### src/rtl/rcp_pkg.sv
package rcp_pkg;

    localparam int PAGE_WORDS = 512;
    localparam int BEAT_W     = $clog2(PAGE_WORDS);
    localparam int LEN_W      = BEAT_W + 1;
    localparam int CL_MAX     = 3;

    typedef enum logic [2:0] {
        CMD_NOP = 3'd0,
        CMD_RD  = 3'd1,
        CMD_RDA = 3'd2,
        CMD_PRE = 3'd3,
        CMD_BST = 3'd4
    } cmd_e;

    localparam logic [2:0] BL_PAGE = 3'd7;

    typedef logic [BEAT_W-1:0] beat_t;

    // One beat travelling towards the data bus
    typedef struct packed {
        logic  vld;
        logic  lat3;
        beat_t beat;
    } tag_t;

    function automatic logic [LEN_W-1:0] burst_words(input logic [2:0] code);
        case (code)
            3'd0:    return LEN_W'(1);
            3'd1:    return LEN_W'(2);
            3'd2:    return LEN_W'(4);
            3'd3:    return LEN_W'(8);
            3'd7:    return LEN_W'(PAGE_WORDS);
            default: return LEN_W'(1);
        endcase
    endfunction

    function automatic logic is_read(input logic [2:0] c);
        return (c == CMD_RD) || (c == CMD_RDA);
    endfunction

endpackage

### src/rtl/rcp_burst_gen.sv
module rcp_burst_gen
    import rcp_pkg::*;
#(
    parameter int BANK_W = 2
) (
    input  logic              clk,
    input  logic              rst,
    input  logic [2:0]        cmd_i,
    input  logic              cl3_i,
    input  logic [2:0]        bl_i,
    input  logic [BANK_W-1:0] bank_i,
    input  logic              all_i,
    input  logic              trunc_req_i,
    input  logic [LEN_W-1:0]  trunc_words_i,
    output tag_t              gen_o,
    output logic              term_ok_o,
    output logic              trunc_rej_o
);

    tag_t              gen_q;
    beat_t             last_q;
    beat_t             tgt_q;
    logic              full_q;
    logic              armed_q;
    logic              rej_q;
    logic [BANK_W-1:0] bank_q;

    logic             rd_hit;
    logic             stop_hit;
    logic             full_n;
    logic             accept;
    logic [LEN_W-1:0] len_n;

    always_comb begin
        rd_hit   = is_read(cmd_i);
        len_n    = burst_words(bl_i);
        full_n   = (bl_i == BL_PAGE);
        accept   = trunc_req_i && (cmd_i == CMD_RD) && (trunc_words_i != '0) &&
                   (full_n ? (trunc_words_i <= LEN_W'(PAGE_WORDS)) : (trunc_words_i < len_n));
        stop_hit = (cmd_i == CMD_BST) ||
                   ((cmd_i == CMD_PRE) && (all_i || (bank_i == bank_q)));
    end

    // Beat issue runs CL cycles ahead of the bus
    always_ff @(posedge clk) begin
        if (rst) begin
            gen_q   <= '0;
            last_q  <= '0;
            tgt_q   <= '0;
            full_q  <= 1'b0;
            armed_q <= 1'b0;
            rej_q   <= 1'b0;
            bank_q  <= '0;
        end else begin
            rej_q <= 1'b0;
            if (rd_hit) begin
                gen_q.vld  <= 1'b1;
                gen_q.lat3 <= cl3_i;
                gen_q.beat <= '0;
                last_q     <= BEAT_W'(len_n - LEN_W'(1));
                full_q     <= full_n;
                bank_q     <= bank_i;
                armed_q    <= accept;
                tgt_q      <= BEAT_W'(trunc_words_i - LEN_W'(1));
                rej_q      <= trunc_req_i && !accept;
            end else if (stop_hit) begin
                gen_q.vld <= 1'b0;
                armed_q   <= 1'b0;
            end else if (gen_q.vld) begin
                if (full_q || (gen_q.beat != last_q)) begin
                    gen_q.beat <= gen_q.beat + 1'b1;
                end else begin
                    gen_q.vld <= 1'b0;
                    armed_q   <= 1'b0;
                end
            end
        end
    end

    assign gen_o       = gen_q;
    assign term_ok_o   = gen_q.vld && armed_q && (gen_q.beat == tgt_q);
    assign trunc_rej_o = rej_q;

endmodule

### src/rtl/rcp_lat_pipe.sv
module rcp_lat_pipe
    import rcp_pkg::*;
#(
    parameter int DATA_W = 16
) (
    input  logic              clk,
    input  logic              rst,
    input  tag_t              gen_i,
    input  logic [DATA_W-1:0] dq_i,
    output logic              vld_o,
    output logic [DATA_W-1:0] data_o,
    output beat_t             beat_o
);

    localparam int NSTG = CL_MAX - 1;

    // stg_q[s] holds a beat issued s+1 cycles ago; latency s+2 takes it
    tag_t            stg_q [NSTG];
    logic [NSTG-1:0] hit;
    int              sel;

    always_ff @(posedge clk) begin
        if (rst) begin
            for (int s = 0; s < NSTG; s++) stg_q[s] <= '0;
        end else begin
            stg_q[0] <= gen_i;
            for (int s = 1; s < NSTG; s++) stg_q[s] <= stg_q[s-1];
        end
    end

    for (genvar s = 0; s < NSTG; s++) begin : g_tap
        assign hit[s] = stg_q[s].vld && (stg_q[s].lat3 == ((s + 2) == 3));
    end

    always_comb begin
        sel = 0;
        for (int s = NSTG - 1; s >= 0; s--) begin
            if (hit[s]) sel = s;
        end
    end

    always_ff @(posedge clk) begin
        if (rst) begin
            vld_o  <= 1'b0;
            data_o <= '0;
            beat_o <= '0;
        end else begin
            vld_o <= |hit;
            if (|hit) begin
                data_o <= dq_i;
                beat_o <= stg_q[sel].beat;
            end
        end
    end

endmodule

### src/rtl/rcp_read_capture.sv
module rcp_read_capture
    import rcp_pkg::*;
#(
    parameter int DATA_W = 16,
    parameter int BANK_W = 2
) (
    input  logic              clk,
    input  logic              rst,
    input  logic [2:0]        cmd_i,
    input  logic [BANK_W-1:0] bank_i,
    input  logic              all_i,
    input  logic              cl3_i,
    input  logic [2:0]        bl_i,
    input  logic              trunc_req_i,
    input  logic [LEN_W-1:0]  trunc_words_i,
    input  logic [DATA_W-1:0] dq_i,
    output logic              rdata_valid_o,
    output logic [DATA_W-1:0] rdata_o,
    output logic [BEAT_W-1:0] beat_o,
    output logic              term_ok_o,
    output logic              trunc_rej_o
);

    tag_t gen;

    rcp_burst_gen #(.BANK_W(BANK_W)) u_gen (
        .clk           (clk),
        .rst           (rst),
        .cmd_i         (cmd_i),
        .cl3_i         (cl3_i),
        .bl_i          (bl_i),
        .bank_i        (bank_i),
        .all_i         (all_i),
        .trunc_req_i   (trunc_req_i),
        .trunc_words_i (trunc_words_i),
        .gen_o         (gen),
        .term_ok_o     (term_ok_o),
        .trunc_rej_o   (trunc_rej_o)
    );

    rcp_lat_pipe #(.DATA_W(DATA_W)) u_pipe (
        .clk    (clk),
        .rst    (rst),
        .gen_i  (gen),
        .dq_i   (dq_i),
        .vld_o  (rdata_valid_o),
        .data_o (rdata_o),
        .beat_o (beat_o)
    );

endmodule

### config.mk
export PLATFORM = sky130hd
export DESIGN_NAME = rcp_read_capture
export DESIGN_NICKNAME = d
export VERILOG_FILES = /design/src/rtl/rcp_pkg.sv /design/src/rtl/rcp_burst_gen.sv /design/src/rtl/rcp_lat_pipe.sv /design/src/rtl/rcp_read_capture.sv
export SDC_FILE = /design/constraint.sdc
export NUM_CORES = 1
export LEC_CHECK = 0
export BUFFER_PORTS_ARGS = -buffer_cell sky130_fd_sc_hd__buf_2
export CAP_MARGIN = 20
export CORE_MARGIN = 3
export CORE_UTILIZATION = 54
export DETAILED_ROUTE_END_ITERATION = 16
export HOLD_SLACK_MARGIN = 0.15
export PLACE_DENSITY = 0.77
export SLEW_MARGIN = 15
export SYNTH_ARGS = -nofsm -noshare
export SYNTH_HDL_FRONTEND = slang
export SYNTH_SLANG_ARGS = --single-unit
### constraint.sdc
create_clock -name clk -period 2.7 [get_ports clk]
set_input_delay 0.54 -clock clk [delete_from_list [all_inputs] [get_ports clk]]
set_output_delay 0.54 -clock clk [all_outputs]
set_load 0.02 [all_outputs]
==> results of run 1 <==
==> kinds of logic after synthesis <==
kind of cell / after synthesis / share of synthesized area (%)
AOI/OAI and AO/OA: 66 / 13.0
xor gates and xnor gates: 27 / 7.52
adders and majority gates: 6 / 2.39
buffers and inverters: 30 / 3.70
DFF: 77 / 49.0
and+or+nand+nor: 157 / 24.3
==> metrics by stage <==
stage	std cells	worst slack, ns
6_report	499	0.597
5_1_grt	499	0.467
4_1_cts	499	0.623
3_5_place_dp	484	0.258
3_3_place_gp	484	0.332
2_1_floorplan	363	0.562
==> power by group <==
group          total [mW]  internal (mW)  switching, mW
logic               0.215         0.0878          0.128
clock network       0.769          0.379          0.390
registers            1.19           1.17         0.0212
==> per-layer routing <==
metal  up-vias  share of wire, %  track usage, %
met3        10               5.6            6.18
met5         -                 0               0
li1       1353                 -               -
met2        75                49            36.0
met4         0               1.7            8.14
met1      1195                43            23.8
==> worst max-delay path by stage <==
stage	startpoint	endpoint	slack (ns)
floorplan	bl_i[1]	u_gen.armed_q	0.56
global placement	bl_i[1]	u_gen.armed_q	0.33
detailed placement	bl_i[1]	u_gen.armed_q	0.26
CTS	bl_i[1]	u_gen.armed_q	0.62
global route	bl_i[1]	u_gen.armed_q	0.47
finish	bl_i[1]	u_gen.armed_q	0.60
==> layout by cell type, fill, tap and decap left out, drive strengths merged, types with 3 or more instances in the layout <==
cell,synthesis,layout
buf,3,70
ha,6,6
clkbuf,18,12
a311oi,9,9
nand4,9,9
inv,9,9
nor4,3,3
or3,3,3
nor3,4,4
nand3,16,16
nor2,23,23
a21oi,25,25
o21ai,20,20
nand2,62,62
xnor2,20,20
nor2b,20,20
and3,3,3
dfxtp,77,77
xor2,7,7
nand2b,4,4
a22o,4,4
==> flip-flops by register name, summed over array words and instances, names as in the netlist, 2 cells and up <==
register,flops
u_pipe.data_o,16
u_pipe.beat_o,9
u_gen.last_q,4
u_gen.gen_o,11
u_gen.tgt_q,9
u_pipe.stg_q,22
u_gen.bank_q,2
==> cell type report <==
cell class | count | area (um^2) | share of cell area (%)
Timing Repair Buffer | 70 | 360 | 9.77
Clock buffer | 12 | 155 | 4.21
Clock inverter | 3 | 21.3 | 0.577
Sequential cell | 77 | 1540 | 41.8
Multi-Input combinational cell | 256 | 1490 | 40.3
Tap cell | 72 | 90.1 | 2.44
Inverter | 9 | 33.8 | 0.916
==> results by group, run 1 <==
Clocking
  – Post-cts resize count: 0
  – CTS buffer count: 9
  – Clk_lat worst skew: 0.34 ns
  – CTS sink count: 77
  – CTS Buffer Depth: 2
  – Root Driver: clkbuf_8
  – Htree depth: 3
  – Clk pin slew, worst setup/hold paths: 0.08 ns
  – TritonCTS clock tree: built
  – CTS hold repair buffers: 0
  – Setup repair bufs after CTS: 0

Critical path
  – Setup CP Type: input pin to flip-flop
  – Data required time of the worst path: 2.98 ns
  – Stages on the worst setup path: 10
  – Crit end category: flip-flop
  – CP most frequent cell: a21oi_1
  – Crit path buffers/inverters: 1
  – Worst path top cell family by delay: simple AND/OR/NAND/NOR gates
  – R2R cell count: 6
  – Reg2Reg Setup Slack: 0.75 ns
  – Slowest-stage cell, CP: nor4_1
  – Critical-path cell list: buf_2 > nand2_1 > or2_2 > ha_1 > a21oi_1 > nand3b_1 > a21oi_1 > a21oi_1 > nor4_1 > a31o_2
  – CP Launch Type: input pin
  – Arr. time, crit path: 2.39 ns
  – Reg2Reg Capture Point: u_gen.gen_o[7]
  – CP Max Fanout: 7
  – R2r startpoint: u_gen.gen_o[3]
  – Crit-path max cell delay: 0.36 ns

Min path
  – WHS Path Cells: 2
  – Worst min path class: input pin to flip-flop
  – Hold EP: u_gen.gen_o[9]
  – Startpoint of the most critical hold path: cl3_i

GRT
  – First-pass GRT wire length: 10700 um
  – Total global-route track usage: 20.7%
  – Largest net degree at the start of global routing: 50
  – Vias in the first global route: 2389
  – Antenna violations before repair: 0
  – Gr ovfl total: 0

Final layout
  – FILL cells: 484
  – Final nets: 468
  – Final non-filler cell area: 0.00369 mm^2
  – N_diodes: 0
  – Area growth from synthesis to layout: 17.3%
  – Fin util: 66.2%
  – Share of layout cells above drive strength 1: 21.3%

Route
  – DR pass1 iterations: 4
  – Antenna-violating nets left: 0
  – Via Count: 2633
  – DR vias/cell: 5.28
  – Initial DRC count: 91
  – Final wirelength: 6490 um
  – DR DRC count: 0
  – DR WL/cell: 13.0 um

Logic synthesis
  – Syn Inst Count: 363
  – Yosys top cell by area: dfxtp_1
  – Count leader, synth: dfxtp_1
  – Synth Cell Area: 0.00314 mm^2
  – Flops & latches, synth: 77
  – Commonest cells in the synthesized netlist: 77 x dfxtp_1, 62 x nand2_1, 25 x a21oi_1, 23 x nor2_1
  – EDFF count, synth: 0
  – Area share of the largest cell type after synthesis: 49.0%
  – Area contributors post-synth: dfxtp_1 49%, nand2_1 7.4%, xnor2_1 5.6%
  – Avg Cell Area, Syn: 8.66 um^2
  – Post-synth ARST share: 0%
  – Syn. warnings: 0
  – Number of distinct library cells after synthesis: 36
  – Ys flop type: dfxtp_1
  – Seq/Total Area, Yosys: 49.0%
  – Synthesized Nets: 408

Timing
  – Final setup viols: 0
  – Final hold slack: 0.406 ns
  – Final slew viol count: 0
  – Max_slew headroom: 49.0%
  – Setup TNS: 0 ns
  – Crit path time final: 2.10 ns
  – Max Freq: 475 MHz
  – Slew of the pin with the lowest slew margin: 0.759 ns
  – Fin. Hold Viols: 0
  – Final period util: 77.9%
  – RSZ-0062 raised after global routing: no
  – Clk_skew: 0.00750 ns

Placed design
  – Port bufs: 66
  – Post-Place Cell Area: 0.00351 mm^2
  – Final HPWL DP: 4760 um
  – Final RePlAce weighted congestion: 0.886

Job
  – Max Cap Viol: 0

Floorplanning
  – Ports: 67
  – Starting Density: 56.4%
  – Die height: 82.3 um
  – Core area: 0.00557 mm^2
  – Row cnt: 27
  – Die Area: 0.00677 mm^2
  – Die Wd: 82.3 um

Pwr
  – Final total power: 2.17 mW
  – Worst IR Drop VDD: 292 uV
  – Power Dens Cells: 590 mW/mm^2
  – Leakage: 1.51 nW

Status
  – Outcome: finished clean
Power figures use the tool's default switching activity.
==> inputs of run 2 (changes only) <==
==> constraint.sdc (replaced) <==
create_clock -name clk -period 2 [get_ports clk]
set_input_delay 0.4 -clock clk [delete_from_list [all_inputs] [get_ports clk]]
set_output_delay 0.4 -clock clk [all_outputs]
set_load 0.02 [all_outputs]
==> results by group, run 2 (synthesized netlist as in run 1, its figures left out) <==
Status
  – Outcome: finished clean (unchanged)

Pwr
  – Int Pwr: 2.53 mW (was 1.63 mW)
  – Combinational share of power: 9.7% (was 9.9%)
  – Power Dens Cells: 836 mW/mm^2 (was 590 mW/mm^2)
  – Worst IR Drop VDD: 412 uV (was 292 uV)
  – Switching share of power: 23.1% (was 24.8%)
  – Seq pwr share: 48.8% (was 54.7%)
  – Leakage: 1.66 nW (was 1.51 nW)
  – Net Switching: 757 uW (was 539 uW)
  – Clock power frac: 41.5% (was 35.4%)

Min path
  – Worst min path class: input pin to flip-flop (unchanged)
  – Startpoint of the most critical hold path: cl3_i (unchanged)
  – WHS Path Cells: 2 (unchanged)

Timing
  – Final hold slack: 0.277 ns (was 0.406 ns)
  – Final setup viols: 0 (unchanged)
  – Max Freq: 531 MHz
  – Crit path time final: 1.88 ns
  – RSZ-0062 raised after global routing: no (unchanged)
  – Final period util: 94.2%
  – Clk_skew: 0.00957 ns (was 0.00750 ns)
  – Final slew viol count: 0 (unchanged)
  – Slew of the pin with the lowest slew margin: 0.583 ns (was 0.759 ns)
  – Max_slew headroom: 61.2% (was 49.0%)
  – Fin. Hold Viols: 0 (unchanged)

Final layout
  – Biggest register: u_pipe.stg_q (unchanged)
  – Fin util: 70.4% (was 66.2%)
  – Share of layout cells above drive strength 1: 26.0% (was 21.3%)
  – Area growth from synthesis to layout: 24.9% (was 17.3%)
  – Most frequent cells in the layout: 76 x dfxtp_1, 66 x buf_2, 62 x nand2_1 (was 77 x dfxtp_1, 66 x buf_2, 62 x nand2_1)
  – Most common cell after layout, fill and taps aside: dfxtp_1 (unchanged)
  – N_diodes: 0 (unchanged)
  – Final non-filler cell area: 0.00393 mm^2 (was 0.00369 mm^2)
  – Largest register FFs: 22 (unchanged)
  – Layout Cells excl Fill: 522 (was 499)
  – Final nets: 490 (was 468)

GRT
  – Vias in the first global route: 2546 (was 2389)
  – Gr ovfl total: 0 (unchanged)
  – Largest net degree at the start of global routing: 30 (was 50)
  – First-pass GRT wire length: 11200 um (was 10700 um)
  – Antenna violations before repair: 0 (unchanged)
  – Total global-route track usage: 21.5% (was 20.7%)

Floorplanning
  – Core area: 0.00557 mm^2 (unchanged)
  – Ports: 67 (unchanged)
  – Starting Density: 56.4% (unchanged)
  – Die height: 82.3 um (unchanged)
  – Die Area: 0.00677 mm^2 (unchanged)
  – Row cnt: 27 (unchanged)
  – Die Wd: 82.3 um (unchanged)

Placed design
  – Placed instance count: 506 (was 484)
  – Port bufs: 66 (unchanged)
  – Final RePlAce weighted congestion: 0.808 (was 0.886)
  – Post-Place Cell Area: 0.00368 mm^2 (was 0.00351 mm^2)
  – Final HPWL DP: 5030 um (was 4760 um)

Clocking
  – CTS Buffer Depth: 2 (unchanged)
  – Htree depth: 3 (unchanged)
  – CTS sink count: 77 (unchanged)
  – Root Driver: clkbuf_8 (unchanged)
  – CTS buffer count: 9 (unchanged)
  – Clk pin slew, worst setup/hold paths: 0.07 ns (was 0.08 ns)
  – TritonCTS clock tree: built (unchanged)
  – Clk_lat worst skew: 0.34 ns (about the same)

Critical path
  – Crit-path max cell delay: 0.47 ns (was 0.36 ns)
  – Stages on the worst setup path: 9 (was 10)
  – Slowest-stage cell, CP: or3b_2 (was nor4_1)
  – Worst path top cell family by delay: simple AND/OR/NAND/NOR gates (unchanged)
  – Crit path from: bl_i[0] (was bl_i[1])
  – R2r startpoint: u_gen.gen_o[6] (was u_gen.gen_o[3])
  – Arr. time, crit path: 2.11 ns (was 2.39 ns)
  – Critical-path cell list: buf_2 > or3b_2 > ha_1 > nand3_1 > nor3b_1 > o21ai_0 > a21oi_1 > nor4_2 > a31o_2 (was buf_2 > nand2_1 > or2_2 > ha_1 > a21oi_1 > nand3b_1 > a21oi_1 > a21oi_1 > nor4_1 > a31o_2)
  – Crit end category: flip-flop (unchanged)
  – R2R cell count: 5 (was 6)
  – CP Launch Type: input pin (unchanged)
  – Setup CP Type: input pin to flip-flop (unchanged)
  – Data required time of the worst path: 2.23 ns (was 2.98 ns)
  – CP Max Fanout: 5 (was 7)
  – Crit path buffers/inverters: 1 (unchanged)

Route
  – Initial DRC count: 121 (was 91)
  – Antenna-violating nets left: 0 (unchanged)
  – DR vias/cell: 5.28 (about the same)
  – Final wirelength: 6810 um (was 6490 um)
  – DR pass1 iterations: 4 (unchanged)
  – DR DRC count: 0 (unchanged)
  – DR WL/cell: 13.0 um (about the same)
  – Via Count: 2754 (was 2633)

Job
  – Max Cap Viol: 0 (unchanged)
[run 2: final timing paths]
path / to / slack, ns
max reg2reg: u_gen.armed_q / 0.12
max: u_gen.armed_q / 0.12
min: u_gen.gen_o[9] / 0.28
min reg2reg: u_pipe.data_o[14] / 0.45
[run 2: area by class of cell]
type | count | area, um^2
flip-flops and latches | 77 | 1540
clock inverters | 4 | 77.6
clock buffers | 12 | 165
fillers | 446 | 1650
repair buffers | 92 | 526
multi-input cells | 256 | 1490
inverters | 9 | 33.8
well taps | 72 | 90.1
[run 2: layer usage]
layer / vias to the layer above / wire length (um) / GRT usage [%]
li1: 1403 / - / -
met2: 81 / 3320 / 35.2
met4: 0 / 149 / 9.97
met3: 14 / 409 / 5.53
met1: 1256 / 2930 / 26.3
met5: - / 0 / 0
[run 2: power groups by stage]
stage,clock network [mW],registers [mW],logic (mW)
final,1.36,1.60,0.319
after global routing,1.46,1.61,0.359
after CTS,1.40,1.60,0.320
after detailed placement,0,1.64,0.317
after global placement,0,1.64,0.307
after floorplan,0,1.66,0.161
[run 2: per-stage QoR]
step | TNS (ns) | worst slack, ns | power [mW]
after floorplan | 0 | 0.00232 | 1.82
after global placement | -0.286 | -0.178 | 1.94
after detailed placement | -0.456 | -0.256 | 1.96
after CTS | 0 | 0.0277 | 3.32
after global routing | 0 | 0.0119 | 3.42
final | 0 | 0.115 | 3.28
[run 2: what timing repair did]
action / 4_1_cts / 5_1_grt
endpoints found under the setup margin: 0 / 2
resized for setup: 0 / 2
setup buffers: 0 / 0
hold buffers: 0 / 0
==> inputs of run 3 (changes only) <==
--- a/config.mk
+++ b/config.mk
@@ -10,8 +10,8 @@
 export CORE_MARGIN = 3
 export CORE_UTILIZATION = 54
 export DETAILED_ROUTE_END_ITERATION = 16
-export HOLD_SLACK_MARGIN = 0.15
-export PLACE_DENSITY = 0.77
+export HOLD_SLACK_MARGIN = 0.02
+export PLACE_DENSITY_LB_ADDON = 0.2
 export SLEW_MARGIN = 15
 export SYNTH_ARGS = -nofsm -noshare
 export SYNTH_HDL_FRONTEND = slang
==> results by group, run 3 (synthesized netlist as in run 1, its figures left out) <==
Clocking
  – Root Driver: clkbuf_8 (unchanged)
  – Htree depth: 3 (unchanged)
  – Clk_lat worst skew: 0.35 ns (was 0.34 ns)
  – Post-cts resize count: 0 (unchanged)
  – CTS sink count: 77 (unchanged)
  – CTS Buffer Depth: 2 (unchanged)
  – CTS hold repair buffers: 0 (unchanged)
  – Setup repair bufs after CTS: 0 (unchanged)
  – Clk pin slew, worst setup/hold paths: 0.08 ns (was 0.07 ns)
  – CTS buffer count: 9 (unchanged)
  – TritonCTS clock tree: built (unchanged)

Min path
  – Startpoint of the most critical hold path: cl3_i (unchanged)
  – Worst min path class: input pin to flip-flop (unchanged)

Final layout
  – Most common cell after layout, fill and taps aside: dfxtp_1 (unchanged)
  – Biggest register: u_pipe.stg_q (unchanged)
  – Final nets: 487 (was 490)
  – Largest register FFs: 22 (unchanged)
  – Most frequent cells in the layout: 76 x dfxtp_1, 66 x buf_2, 62 x nand2_1 (unchanged)
  – FILL cells: 456 (was 446)
  – Fin util: 69.8% (was 70.4%)
  – N_diodes: 0 (unchanged)
  – Final non-filler cell area: 0.00389 mm^2 (was 0.00393 mm^2)
  – Share of layout cells above drive strength 1: 25.5% (was 26.0%)
  – Area growth from synthesis to layout: 23.8% (was 24.9%)

Critical path
  – Reg2Reg Capture Point: u_gen.armed_q (unchanged)
  – Crit-path max cell delay: 0.46 ns (was 0.47 ns)
  – R2r startpoint: u_gen.gen_o[6] (unchanged)
  – Reg2Reg Setup Slack: 0.17 ns (was 0.12 ns)
  – CP Launch Type: input pin (unchanged)
  – Crit path from: bl_i[0] (unchanged)
  – R2R cell count: 5 (unchanged)
  – Setup CP Type: input pin to flip-flop (unchanged)
  – Critical-path cell list: buf_2 > or3b_2 > ha_1 > nand3_1 > nor3b_1 > o21ai_0 > a21oi_1 > nor4_2 > a31o_2 (unchanged)
  – Stages on the worst setup path: 9 (unchanged)
  – Data required time of the worst path: 2.25 ns (was 2.23 ns)
  – Arr. time, crit path: 2.19 ns (was 2.11 ns)
  – CP Max Fanout: 6 (was 5)
  – Crit path buffers/inverters: 1 (unchanged)
  – Worst path top cell family by delay: simple AND/OR/NAND/NOR gates (unchanged)
  – Crit end category: flip-flop (unchanged)
  – Slowest-stage cell, CP: or3b_2 (unchanged)
  – Worst setup endpoint: u_gen.armed_q (unchanged)

GRT
  – Total global-route track usage: 20.4% (was 21.5%)
  – Antenna violations before repair: 0 (unchanged)
  – Vias in the first global route: 2369 (was 2546)
  – Largest net degree at the start of global routing: 50 (was 30)
  – First-pass GRT wire length: 10600 um (was 11200 um)
  – Gr ovfl total: 0 (unchanged)

Floorplanning
  – Die Area: 0.00677 mm^2 (unchanged)
  – Ports: 67 (unchanged)
  – Die height: 82.3 um (unchanged)
  – Core area: 0.00557 mm^2 (unchanged)
  – Die Wd: 82.3 um (unchanged)
  – Starting Density: 56.4% (unchanged)
  – Row cnt: 27 (unchanged)

Timing
  – Final slew viol count: 0 (unchanged)
  – Crit path time final: 1.94 ns (was 1.88 ns)
  – RSZ-0062 raised after global routing: no (unchanged)
  – Max Freq: 516 MHz (was 531 MHz)
  – Final setup viols: 0 (unchanged)
  – Final period util: 96.9% (was 94.2%)
  – Final hold slack: 0.260 ns (was 0.277 ns)
  – Slew of the pin with the lowest slew margin: 0.593 ns (was 0.583 ns)
  – Fin. Hold Viols: 0 (unchanged)
  – Clk_skew: 0.00846 ns (was 0.00957 ns)
  – Max_slew headroom: 60.5% (was 61.2%)

Job
  – Max Cap Viol: 0 (unchanged)

Placed design
  – Post-Place Cell Area: 0.00365 mm^2 (was 0.00368 mm^2)
  – Port bufs: 66 (unchanged)
  – Final HPWL DP: 4850 um (was 5030 um)
  – Final RePlAce weighted congestion: 0.814 (was 0.808)

Pwr
  – Worst IR Drop VDD: 514 uV (was 412 uV)
  – Final total power: 3.25 mW (was 3.28 mW)
  – Leakage: 1.63 nW (was 1.66 nW)
  – Power Dens Cells: 834 mW/mm^2 (was 836 mW/mm^2)

Route
  – Via Count: 2639 (was 2754)
  – DR vias/cell: 5.08 (was 5.28)
  – Antenna-violating nets left: 0 (unchanged)
  – DR pass1 iterations: 4 (unchanged)
  – Initial DRC count: 75 (was 121)
  – Final wirelength: 6510 um (was 6810 um)
  – DR DRC count: 0 (unchanged)
  – DR WL/cell: 12.5 um (was 13.0 um)

Status
  – Outcome: finished clean (unchanged)
==> run 3: worst min path at each step <==
stage | to | slack [ns] | depth (start not counted)
2_1_floorplan | u_gen.full_q | 0.42 | 2
3_5_place_dp | u_pipe.data_o[12] | 0.44 | 2
4_1_cts | u_gen.gen_o[9] | 0.25 | 2
3_3_place_gp | u_pipe.data_o[3] | 0.44 | 2
6_report | u_gen.gen_o[9] | 0.26 | 2
5_1_grt | u_gen.gen_o[9] | 0.25 | 2
==> run 3: stage by stage <==
step / TNS (ns) / worst slack (ns) / std cells
final: 0 / 0.0624 / 519
after global routing: 0 / 0.0142 / 519
after CTS: 0 / 0.0317 / 519
after detailed placement: -0.559 / -0.312 / 503
after global placement: -0.288 / -0.184 / 503
after floorplan: 0 / 0.00232 / 363
==> run 3: final cells by class <==
cell class / count / area [um^2] / area share, %
Timing Repair Buffer: 89 / 503 / 12.9
Inverter: 9 / 33.8 / 0.868
Clock buffer: 10 / 138 / 3.54
Multi-Input combinational cell: 256 / 1490 / 38.3
Clock inverter: 6 / 93.8 / 2.41
Tap cell: 72 / 90.1 / 2.31
Sequential cell: 77 / 1540 / 39.6
==> run 3: power by group <==
group | internal (mW) | total, mW | switching, mW
clock | 0.747 | 1.33 | 0.586
sequential | 1.58 | 1.60 | 0.0266
combinational | 0.134 | 0.311 | 0.177
total | 2.46 | 3.25 | 0.790
==> run 3: layer usage <==
layer	wire length, um	global-route usage, %	up-vias
li1	-	-	1392
met1	3000	25.1	1176
met2	3070	34.0	60
met3	313	5.42	11
met4	131	7.81	0
met5	0	0	-
